### config.mk
export PLATFORM = sky130hd
export DESIGN_NAME = pconv_seq_top
export DESIGN_NICKNAME = d
export VERILOG_FILES = /design/src/rtl/pconv_pkg.sv /design/src/rtl/pconv_busy_rise.sv /design/src/rtl/pconv_pace.sv /design/src/rtl/pconv_fsm.sv /design/src/rtl/pconv_seq_top.sv
export SDC_FILE = /design/constraint.sdc
export NUM_CORES = 1
export LEC_CHECK = 0
export BUFFER_PORTS_ARGS = -buffer_cell sky130_fd_sc_hd__buf_2
export CAP_MARGIN = 5
export CORE_MARGIN = 1
export CORE_UTILIZATION = 30
export CTS_BUF_LIST = sky130_fd_sc_hd__clkbuf_2
export DETAILED_ROUTE_END_ITERATION = 8
export REMOVE_ABC_BUFFERS = 1
export SETUP_SLACK_MARGIN = 0.15
export SLEW_MARGIN = 15
export SYNTH_ARGS = -nofsm -noshare
export SYNTH_HDL_FRONTEND = slang
export SYNTH_SLANG_ARGS = --single-unit
### constraint.sdc
create_clock -name clk -period 2.1 [get_ports clk]
set_input_delay 0.315 -clock clk [delete_from_list [all_inputs] [get_ports clk]]
set_output_delay 0.315 -clock clk [all_outputs]
set_load 0.05 [all_outputs]
### src/rtl/pconv_pkg.sv
`timescale 1ns/1ps
package pconv_pkg;

  typedef enum logic [1:0] {
    ST_IDLE   = 2'd0,
    ST_SETUP  = 2'd1,
    ST_STROBE = 2'd2,
    ST_WAIT   = 2'd3
  } seq_state_t;

  // Round a nanosecond interval up to whole clock cycles, never below one.
  function automatic int ns_to_cycles(input longint clk_hz, input longint ns);
    longint c;
    c = (ns * clk_hz + 64'sd999_999_999) / 64'sd1_000_000_000;
    if (c < 1) c = 1;
    return int'(c);
  endfunction

endpackage

### src/rtl/pconv_busy_rise.sv
`timescale 1ns/1ps
module pconv_busy_rise #(
  parameter int SYNC_N = 2
) (
  input  logic clk,
  input  logic rst_n,
  input  logic busy_i,
  output logic rise_o
);
  // pipe[SYNC_N-1] is the synchronized level, pipe[SYNC_N] its delayed copy
  logic [SYNC_N:0] pipe_q;
  logic [SYNC_N:0] pipe_d;

  always_comb begin
    pipe_d = {pipe_q[SYNC_N-1:0], busy_i};
  end

  always_ff @(posedge clk or negedge rst_n) begin
    if (!rst_n) pipe_q <= '1;
    else        pipe_q <= pipe_d;
  end

  assign rise_o = pipe_q[SYNC_N-1] & ~pipe_q[SYNC_N];

endmodule

### src/rtl/pconv_pace.sv
`timescale 1ns/1ps
module pconv_pace #(
  parameter int SPACE_CYC = 200
) (
  input  logic clk,
  input  logic rst_n,
  input  logic launch_i,
  output logic ready_o
);
  localparam int CW = $clog2(SPACE_CYC + 1);

  logic [CW-1:0] cnt_q;
  logic [CW-1:0] cnt_d;

  always_comb begin
    cnt_d = cnt_q;
    if (launch_i)          cnt_d = CW'(SPACE_CYC - 1);
    else if (cnt_q != '0)  cnt_d = cnt_q - 1'b1;
  end

  always_ff @(posedge clk or negedge rst_n) begin
    if (!rst_n) cnt_q <= '0;
    else        cnt_q <= cnt_d;
  end

  assign ready_o = (cnt_q == '0);

  // Independent gap counter: cycles since the previous launch, saturating.
  logic [CW-1:0] gap_q;
  always_ff @(posedge clk or negedge rst_n) begin
    if (!rst_n)                         gap_q <= CW'(SPACE_CYC);
    else if (launch_i)                  gap_q <= '0;
    else if (gap_q != CW'(SPACE_CYC))   gap_q <= gap_q + 1'b1;
  end


  spacing_chk: assert property (@(posedge clk) disable iff (!rst_n)
    launch_i |-> (gap_q >= CW'(SPACE_CYC - 1)));

endmodule

### src/rtl/pconv_fsm.sv
`timescale 1ns/1ps
module pconv_fsm
  import pconv_pkg::*;
#(
  parameter int SETUP_CYC  = 5,
  parameter int STROBE_CYC = 2,
  parameter int TMO_CYC    = 330,
  parameter int DATA_W     = 16,
  parameter int CNT_W      = 16
) (
  input  logic              clk,
  input  logic              rst_n,
  input  logic              start_en_i,
  input  logic              ready_i,
  input  logic              rise_i,
  input  logic [DATA_W-1:0] data_i,
  output logic              launch_o,
  output logic              rc_n_o,
  output logic              cs_n_o,
  output logic [DATA_W-1:0] tdata_o,
  output logic              tvalid_o,
  output logic [CNT_W-1:0]  cnt_o,
  output logic              tmo_o
);
  localparam int MAX_A  = (SETUP_CYC > STROBE_CYC) ? SETUP_CYC : STROBE_CYC;
  localparam int PH_MAX = (MAX_A > TMO_CYC) ? MAX_A : TMO_CYC;
  localparam int PH_W   = $clog2(PH_MAX + 1);
  localparam int RUN_W  = $clog2(SETUP_CYC + 1) + 1;

  seq_state_t        st_q, st_d;
  logic [PH_W-1:0]   ph_q, ph_d;
  logic              cap_en;
  logic              tmo_d;
  logic [DATA_W-1:0] tdata_q;
  logic              tvalid_q;
  logic [CNT_W-1:0]  cnt_q;
  logic              tmo_q;

  always_comb begin
    st_d     = st_q;
    ph_d     = ph_q;
    launch_o = 1'b0;
    cap_en   = 1'b0;
    tmo_d    = 1'b0;
    case (st_q)
      ST_IDLE: begin
        ph_d = '0;
        if (start_en_i && ready_i) begin
          st_d     = ST_SETUP;
          launch_o = 1'b1;
        end
      end
      ST_SETUP: begin
        if (ph_q == PH_W'(SETUP_CYC - 1)) begin
          st_d = ST_STROBE;
          ph_d = '0;
        end else begin
          ph_d = ph_q + 1'b1;
        end
      end
      ST_STROBE: begin
        if (ph_q == PH_W'(STROBE_CYC - 1)) begin
          st_d = ST_WAIT;
          ph_d = '0;
        end else begin
          ph_d = ph_q + 1'b1;
        end
      end
      ST_WAIT: begin
        if (rise_i) begin
          st_d   = ST_IDLE;
          ph_d   = '0;
          cap_en = 1'b1;
        end else if (ph_q == PH_W'(TMO_CYC - 1)) begin
          st_d  = ST_IDLE;
          ph_d  = '0;
          tmo_d = 1'b1;
        end else begin
          ph_d = ph_q + 1'b1;
        end
      end
      default: st_d = ST_IDLE;
    endcase
  end

  always_ff @(posedge clk or negedge rst_n) begin
    if (!rst_n) begin
      st_q     <= ST_IDLE;
      ph_q     <= '0;
      tvalid_q <= 1'b0;
      tmo_q    <= 1'b0;
    end else begin
      st_q     <= st_d;
      ph_q     <= ph_d;
      tvalid_q <= cap_en;
      tmo_q    <= tmo_d;
    end
  end

  always_ff @(posedge clk or negedge rst_n) begin
    if (!rst_n) begin
      tdata_q <= '0;
      cnt_q   <= '0;
    end else if (cap_en) begin
      tdata_q <= data_i;
      cnt_q   <= cnt_q + 1'b1;
    end
  end

  assign rc_n_o   = !((st_q == ST_SETUP) || (st_q == ST_STROBE));
  assign cs_n_o   = !((st_q == ST_STROBE) || (st_q == ST_WAIT));
  assign tdata_o  = tdata_q;
  assign tvalid_o = tvalid_q;
  assign cnt_o    = cnt_q;
  assign tmo_o    = tmo_q;

  // Checker: cycles that read/convert has been low with select still high.
  logic [RUN_W-1:0] run_q;
  always_ff @(posedge clk or negedge rst_n) begin
    if (!rst_n)                         run_q <= '0;
    else if (!rc_n_o && cs_n_o) begin
      if (run_q != RUN_W'(SETUP_CYC))   run_q <= run_q + 1'b1;
    end else                            run_q <= '0;
  end


  cs_after_rc_chk: assert property (@(posedge clk) disable iff (!rst_n)
    $fell(cs_n_o) |-> (!rc_n_o && $past(!rc_n_o)));

  setup_len_chk: assert property (@(posedge clk) disable iff (!rst_n)
    $fell(cs_n_o) |-> (run_q >= RUN_W'(SETUP_CYC)));

  rc_release_chk: assert property (@(posedge clk) disable iff (!rst_n)
    $rose(rc_n_o) |-> !cs_n_o);

  strobe_static_chk: assert property (@(posedge clk) disable iff (!rst_n)
    (!cs_n_o && $past(!cs_n_o) && $past(rc_n_o)) |-> rc_n_o);

  valid_single_chk: assert property (@(posedge clk) disable iff (!rst_n)
    tvalid_o |=> !tvalid_o);

  release_chk: assert property (@(posedge clk) disable iff (!rst_n)
    tvalid_o |-> (cs_n_o && rc_n_o));

  tmo_idle_chk: assert property (@(posedge clk) disable iff (!rst_n)
    tmo_o |-> (cs_n_o && !tvalid_o && $stable(cnt_o)));

  cnt_step_chk: assert property (@(posedge clk) disable iff (!rst_n)
    tvalid_o |-> (cnt_o == CNT_W'($past(cnt_o) + 1'b1)));

endmodule

### src/rtl/pconv_seq_top.sv
`timescale 1ns/1ps
module pconv_seq_top #(
  parameter int CLK_HZ     = 50_000_000,
  parameter int DATA_W     = 16,
  parameter int CNT_W      = 16,
  parameter int SETUP_NS   = 100,
  parameter int RELEASE_NS = 40,
  parameter int SPACING_NS = 4000,
  parameter int CONV_NS    = 3300,
  parameter int SYNC_N     = 2
) (
  input  logic              clk,
  input  logic              rst_n,
  input  logic              start_en_i,
  input  logic              busy_i,
  input  logic [DATA_W-1:0] data_i,
  output logic              rc_n_o,
  output logic              cs_n_o,
  output logic [DATA_W-1:0] tdata_o,
  output logic              tvalid_o,
  output logic [CNT_W-1:0]  sample_cnt_o,
  output logic              tmo_o
);
  localparam int SETUP_CYC  = pconv_pkg::ns_to_cycles(CLK_HZ, SETUP_NS);
  localparam int STROBE_CYC = pconv_pkg::ns_to_cycles(CLK_HZ, RELEASE_NS);
  localparam int SPACE_CYC  = pconv_pkg::ns_to_cycles(CLK_HZ, SPACING_NS);
  localparam int TMO_CYC    = 2 * pconv_pkg::ns_to_cycles(CLK_HZ, CONV_NS);

  // Reset: asserted asynchronously, released on a clock edge.
  logic [1:0] rst_pipe_q;
  logic       rst_n_int;

  always_ff @(posedge clk or negedge rst_n) begin
    if (!rst_n) rst_pipe_q <= 2'b00;
    else        rst_pipe_q <= {rst_pipe_q[0], 1'b1};
  end
  assign rst_n_int = rst_pipe_q[1];

  logic launch;
  logic ready;
  logic rise;

  pconv_busy_rise #(.SYNC_N(SYNC_N)) u_rise (
    .clk    (clk),
    .rst_n  (rst_n_int),
    .busy_i (busy_i),
    .rise_o (rise)
  );

  pconv_pace #(.SPACE_CYC(SPACE_CYC)) u_pace (
    .clk      (clk),
    .rst_n    (rst_n_int),
    .launch_i (launch),
    .ready_o  (ready)
  );

  pconv_fsm #(
    .SETUP_CYC  (SETUP_CYC),
    .STROBE_CYC (STROBE_CYC),
    .TMO_CYC    (TMO_CYC),
    .DATA_W     (DATA_W),
    .CNT_W      (CNT_W)
  ) u_fsm (
    .clk        (clk),
    .rst_n      (rst_n_int),
    .start_en_i (start_en_i),
    .ready_i    (ready),
    .rise_i     (rise),
    .data_i     (data_i),
    .launch_o   (launch),
    .rc_n_o     (rc_n_o),
    .cs_n_o     (cs_n_o),
    .tdata_o    (tdata_o),
    .tvalid_o   (tvalid_o),
    .cnt_o      (sample_cnt_o),
    .tmo_o      (tmo_o)
  );


  no_start_chk: assert property (@(posedge clk) disable iff (!rst_n_int)
    (!start_en_i && rc_n_o) |=> rc_n_o);

  rise_release_chk: assert property (@(posedge clk) disable iff (!rst_n_int)
    (rise && !cs_n_o && rc_n_o) |=> cs_n_o);

endmodule

Yosys cells after proc, flatten, opt, wreduce, memory -nomap -nowiden --
Cells that the tools add are included.
Operators by class: bitwise operators 2, reduce and logical (&&, ||, !) cells 10, multiplexer cells 20, add/subtract/negate cells 3, equal/unequal tests 10
Operators with widths (number):
- two-way mux 9 bit | 4
- one-hot mux 9 bit (4 select lines) | 1
- adder 16 x 1 -> 16 bit, second input constant | 1
- two-way mux 8 bit | 2
- two-way mux 2 bit | 5
- adder 9 x 1 -> 9 bit, second input constant | 1
- == test 9 x 1 -> 1 bit, second input constant | 1
- == test 9 x 3 -> 1 bit, second input constant | 1
- == test 9 bit, second input constant | 1
- logical NOT 8 bit | 1
- one-hot mux 2 bit (4 select lines) | 1
- nonzero test 8 bit | 1
- subtractor 8 x 1 -> 8 bit, second input constant | 1
- two-way mux 1 bit | 7
- != test 2 x 1 -> 1 bit, second input constant | 3
- == test 2 bit, second input constant | 2
- AND reduction 4 bit | 1
- != test 3 x 2 -> 1 bit, second input constant | 1
- == test 2 x 1 -> 1 bit, second input constant | 1
- logical NOT 1 bit | 2
- logical NOT 2 bit | 1
- logical OR 1 bit | 2
- nonzero test 2 bit | 1
- AND 1 bit | 1
- 2 further kinds | 2
Storage, ports and cells: output and inout port bits 36, flip-flop bits (word level) 58, word-level logic and storage cells 54

Depth between registers and ports, before layout --
depth in word-level cells 5, mapped depth 7

Hierarchy --
Synthesis repeated with hierarchy kept, for this count alone.
Second synthesis, totals: cell total of the unflattened synthesis 219, area total of the unflattened synthesis 2633.8 sq um
Modules (own cells, without submodules):
- pconv_fsm | seq. area each 1126.1 sq um, area each 2044.5 sq um, cells an instance 168, instances 1
- pconv_pace | seq. area each 200.2 sq um, area each 442.9 sq um, cells an instance 44, instances 1
- pconv_busy_rise | seq. area each 78.8 sq um, area each 92.6 sq um, cells an instance 4, instances 1
- pconv_seq_top | seq. area each 50.0 sq um, area each 53.8 sq um, cells an instance 3, instances 1

Least setup slack after synthesis --
Ideal clock, no wire load.
path kind register -> register, from reg u_pace.cnt_q[3], to reg u_fsm.st_q[1], data arrival time 1852 ps, data required time 1955 ps, stages on the path, launching flop included 6, path slack 103 ps, library setup time 145 ps, path buffers 1, cells stage by stage dfrtp_1 -> or4_1 -> clkbuf_2 -> o41ai_2 -> or4b_4 -> mux2i_1
On the way: word-level cells in the longest chain between the ends 4
Ends and longest elaborated chain:
- from (decl) | line pconv_pace.sv:12 | logic [CW-1:0] cnt_q;
- from (signal assigned) | line pconv_pace.sv:23 | else cnt_q <= cnt_d;
- logical NOT 8 bit | line pconv_pace.sv:26 | assign ready_o = (cnt_q == '0);
- logical AND 1 bit | line pconv_fsm.sv:48 | if (start_en_i && ready_i) begin
- != test 2 x 1 -> 1 bit (no line)
- AND reduction 4 bit (no line)
- to (signal assigned) | line pconv_fsm.sv:93 | st_q <= st_d;
- to (decl) | line pconv_fsm.sv:30 | seq_state_t st_q, st_d;
No other way between the ends. A chain may end at the register's enable or synchronous reset.

Worst setup path after layout --
from reg u_fsm.ph_q[5], to reg u_fsm.st_q[0]
On the way: word-level cells in the longest chain between the ends 3, elaborated cells on any way between the ends 7
Ends and longest elaborated chain:
- from (decl) | line pconv_fsm.sv:31 | logic [PH_W-1:0] ph_q, ph_d;
- from (signal assigned) | line pconv_fsm.sv:94 | ph_q <= ph_d;
- == test 9 bit, or another cell as far along | line pconv_fsm.sv:74 | end else if (ph_q == PH_W'(TMO_CYC - 1)) begin
- != test 3 x 2 -> 1 bit (no line) / != test 2 x 1 -> 1 bit (equally long branches)
- AND reduction 4 bit (no line) *
Every way passes the cells marked *; elsewhere a longest branch is shown, timed or not.

==> run metrics <==
CP Max Fanout=2; GRT overflow=0; DRT Wirelength=5.40 mm; Hold Startpoint=data_i[15]; Post-route DRC=0; Total Die Area=8960 um^2; final setup fails=0; Seq/Total Area, Yosys=56.5%; Max Slew Vio Count=0; chip width=94.6 um; Lkg Pwr=1.57 nW; Initial Util=31.2%; Most used DFF post-synth=dfrtp_1; Cell Rows=33; Syn Area/Cell=10.4 um^2; Hold Violations, Final=0; io pins=56; core area=8260 um^2; Crit Path Class=reg -> reg; pin count of the biggest net entering global routing=57; reg2reg start=u_fsm.ph_q[5]$_DFF_PN0_; GP Congestion=0.771; status=finished, final reports clean; R2R Setup Slk=0.17 ns; # port buffers=55; skew final=0.0206 ns; Syn Std Cell Area=2570 um^2; initial antenna violation count=0; Reg area=1460 um^2; RSZ-0062 raised after global routing=true; vias=1986; period utilization=91.7%; Sink Count=58; worst skew pair latency=0.45 ns; final core utilization=40.1%; Synthesis Warnings=0; first-pass GRT wire length=9.31 mm; Req. time, crit path=2.49 ns; #FFs+latches synth=58; drt pass-1 iters=4; Hold Path Class=in -> reg; synth-to-layout area growth=28.6%; die height=94.6 um; initial drt markers=116; layout cells sized above 1=31.2%; multi-input logic area=1080 um^2; Netlist cell types=36; dpl cell area=3050 um^2; htree depth=3; fraction of registers with async set/reset=100%; maxcap violations=0; drt wl/cell=12.2 um; crit path capture type=register; vias in the first global route=1986; clock-pin slew on the worst setup and hold paths=0.17 ns; Post-Synthesis Cells=248; DRT antenna net count=0; arrival time worst endpoint=2.32 ns; Achievable Freq=519 MHz; Root Buffer=clkbuf_2; NumNets Final=362; Tot GR Track Use=13.5%; EDFF count, synth=0; n_diodes=0; Fill cells=853; fin crit period=1.93 ns; total CTS buffers=9; element type at the critical path start=register; Clock Path Buffers=2; Final Instance Area=3310 um^2; VDD IR max=0.277 mV; Vias/cell=4.49; CTS tree=built; Setup crit start=u_fsm.ph_q[5]$_DFF_PN0_; Power Dens Cells=524 nW/um^2; dpl hpwl=3.63 mm
registers in the layout (all words and copies together) (netlist names):
name	cells
u_fsm.cnt_o	16
u_fsm.tdata_o	16
u_fsm.ph_q	9
u_pace.cnt_q	8
u_rise.pipe_q	3
rst_pipe_q	2
u_fsm.st_q	2
u_fsm.tmo_o	1
u_fsm.tvalid_o	1
stage by stage:
| stage | hold slack [ns] | setup TNS (ns) | power [mW] | setup slack (ns) | cells |
|---|---|---|---|---|---|
| after global routing | 0.00336 | 0 | 1.84 | 0.0919 | 442 |
| final | 0.0570 | 0 | 1.74 | 0.174 | 442 |
| after CTS | 0.00107 | 0 | 1.77 | 0.160 | 438 |
| after floorplan | 0.0194 | -0.406 | 1.16 | -0.121 | 241 |
| after global placement | 0.102 | 0 | 1.20 | 0.118 | 412 |
| after detailed placement | 0.105 | 0 | 1.20 | 0.0861 | 412 |
worst paths after layout:
path / cells past startpoint / end
setup / recovery: 4 / u_fsm.st_q[0]$_DFFE_PN0P_
hold reg to reg: 1 / u_pace.cnt_q[2]$_DFFE_PN0P_
hold / removal: 3 / u_fsm.tdata_o[15]$_DFFE_PN0P_
setup reg to reg: 4 / u_fsm.st_q[0]$_DFFE_PN0P_
max in group asynchronous: 1 / u_rise.pipe_q[1]$_DFF_PN1_
min in group asynchronous: 2 / rst_pipe_q[1]$_DFF_PN0_
timing repair:
item,in CTS,in global routing
gates resized for setup,5,9
setup buffers,4,3
pin swaps,2,3
endpoints found under the setup margin,5,14
hold buffers,6,1
endpoints found under the hold margin,7,1
cells by family after synthesis:
kind of cell,share of synthesized area (%)
buf+inv,3.26
other cells,0.146
xor+xnor,8.50
mux,1.55
flops,56.5
fa+ha+maj,4.86
simple gates,20.6
compound gates,4.57
cells in the mapped netlist (2+ instances only):
cell | n | area share (%)
dfrtp_1 | 55 | 53
nand2_1 | 59 | 8.6
xnor2_1 | 15 | 5.1
nor3_1 | 14 | 2.7
clkbuf_1 | 4 | 0.58
dfstp_2 | 3 | 3.1
buf_1 | 2 | 0.29
nand3_1 | 6 | 1.2
mux2i_1 | 4 | 1.6
o21ai_0 | 4 | 0.78
nand4_1 | 4 | 0.97
ha_1 | 10 | 4.9
a41oi_1 | 2 | 0.68
nor3b_1 | 2 | 0.58
nand2b_1 | 4 | 0.97
a21oi_1 | 4 | 0.78
or3_1 | 2 | 0.49
nor2_1 | 10 | 1.5
xor2_1 | 10 | 3.4
and4_1 | 2 | 0.68
nor4_1 | 3 | 0.73
inv_1 | 15 | 2.2
critical path, stage by stage (launching register included):
cell     delay, ns
dfrtp_1       0.41
or4b_4        0.55
o211a_1       0.23
or4b_4        0.50
mux2i_1       0.18
cell type report:
cell class                      count  area share [%]
Tap cell                          105            3.97
Multi-Input combinational cell    168            32.5
Sequential cell                    58            44.0
Timing Repair Buffer               80            15.3
Inverter                           15            1.70
Clock buffer                       10            1.51
Clock inverter                      6            1.02
where the power goes:
part	total (mW)	leakage, nW	switching (mW)	internal, mW
clock	0.552	0.0551	0.402	0.150
sequential	1.13	0.674	0.00225	1.12
combinational	0.0560	0.841	0.0298	0.0262
layout by cell type (no fill, tap or decap), types with 6 or more instances in the layout:
| cell | instances |
|---|---|
| ha_1 | 8 |
| buf_4 | 17 |
| dfrtp_1 | 53 |
| nor2_1 | 9 |
| nor3_1 | 12 |
| nand3_1 | 6 |
| buf_2 | 53 |
| inv_1 | 15 |
| xor2_1 | 10 |
| xnor2_1 | 15 |
| dlygate4sd3_1 | 7 |
| nand2_1 | 59 |
| clkbuf_2 | 10 |
per-layer routing:
layer  routed length [um]  track usage [%]  vias to the layer above
met2                 2540             20.0                       49
li1                     -                -                      987
met4                   98             6.44                        0
met1                 2540             18.3                      943
met3                  222             3.78                        7
met5                    0                0                        -
Power figures use the tool's default switching activity.
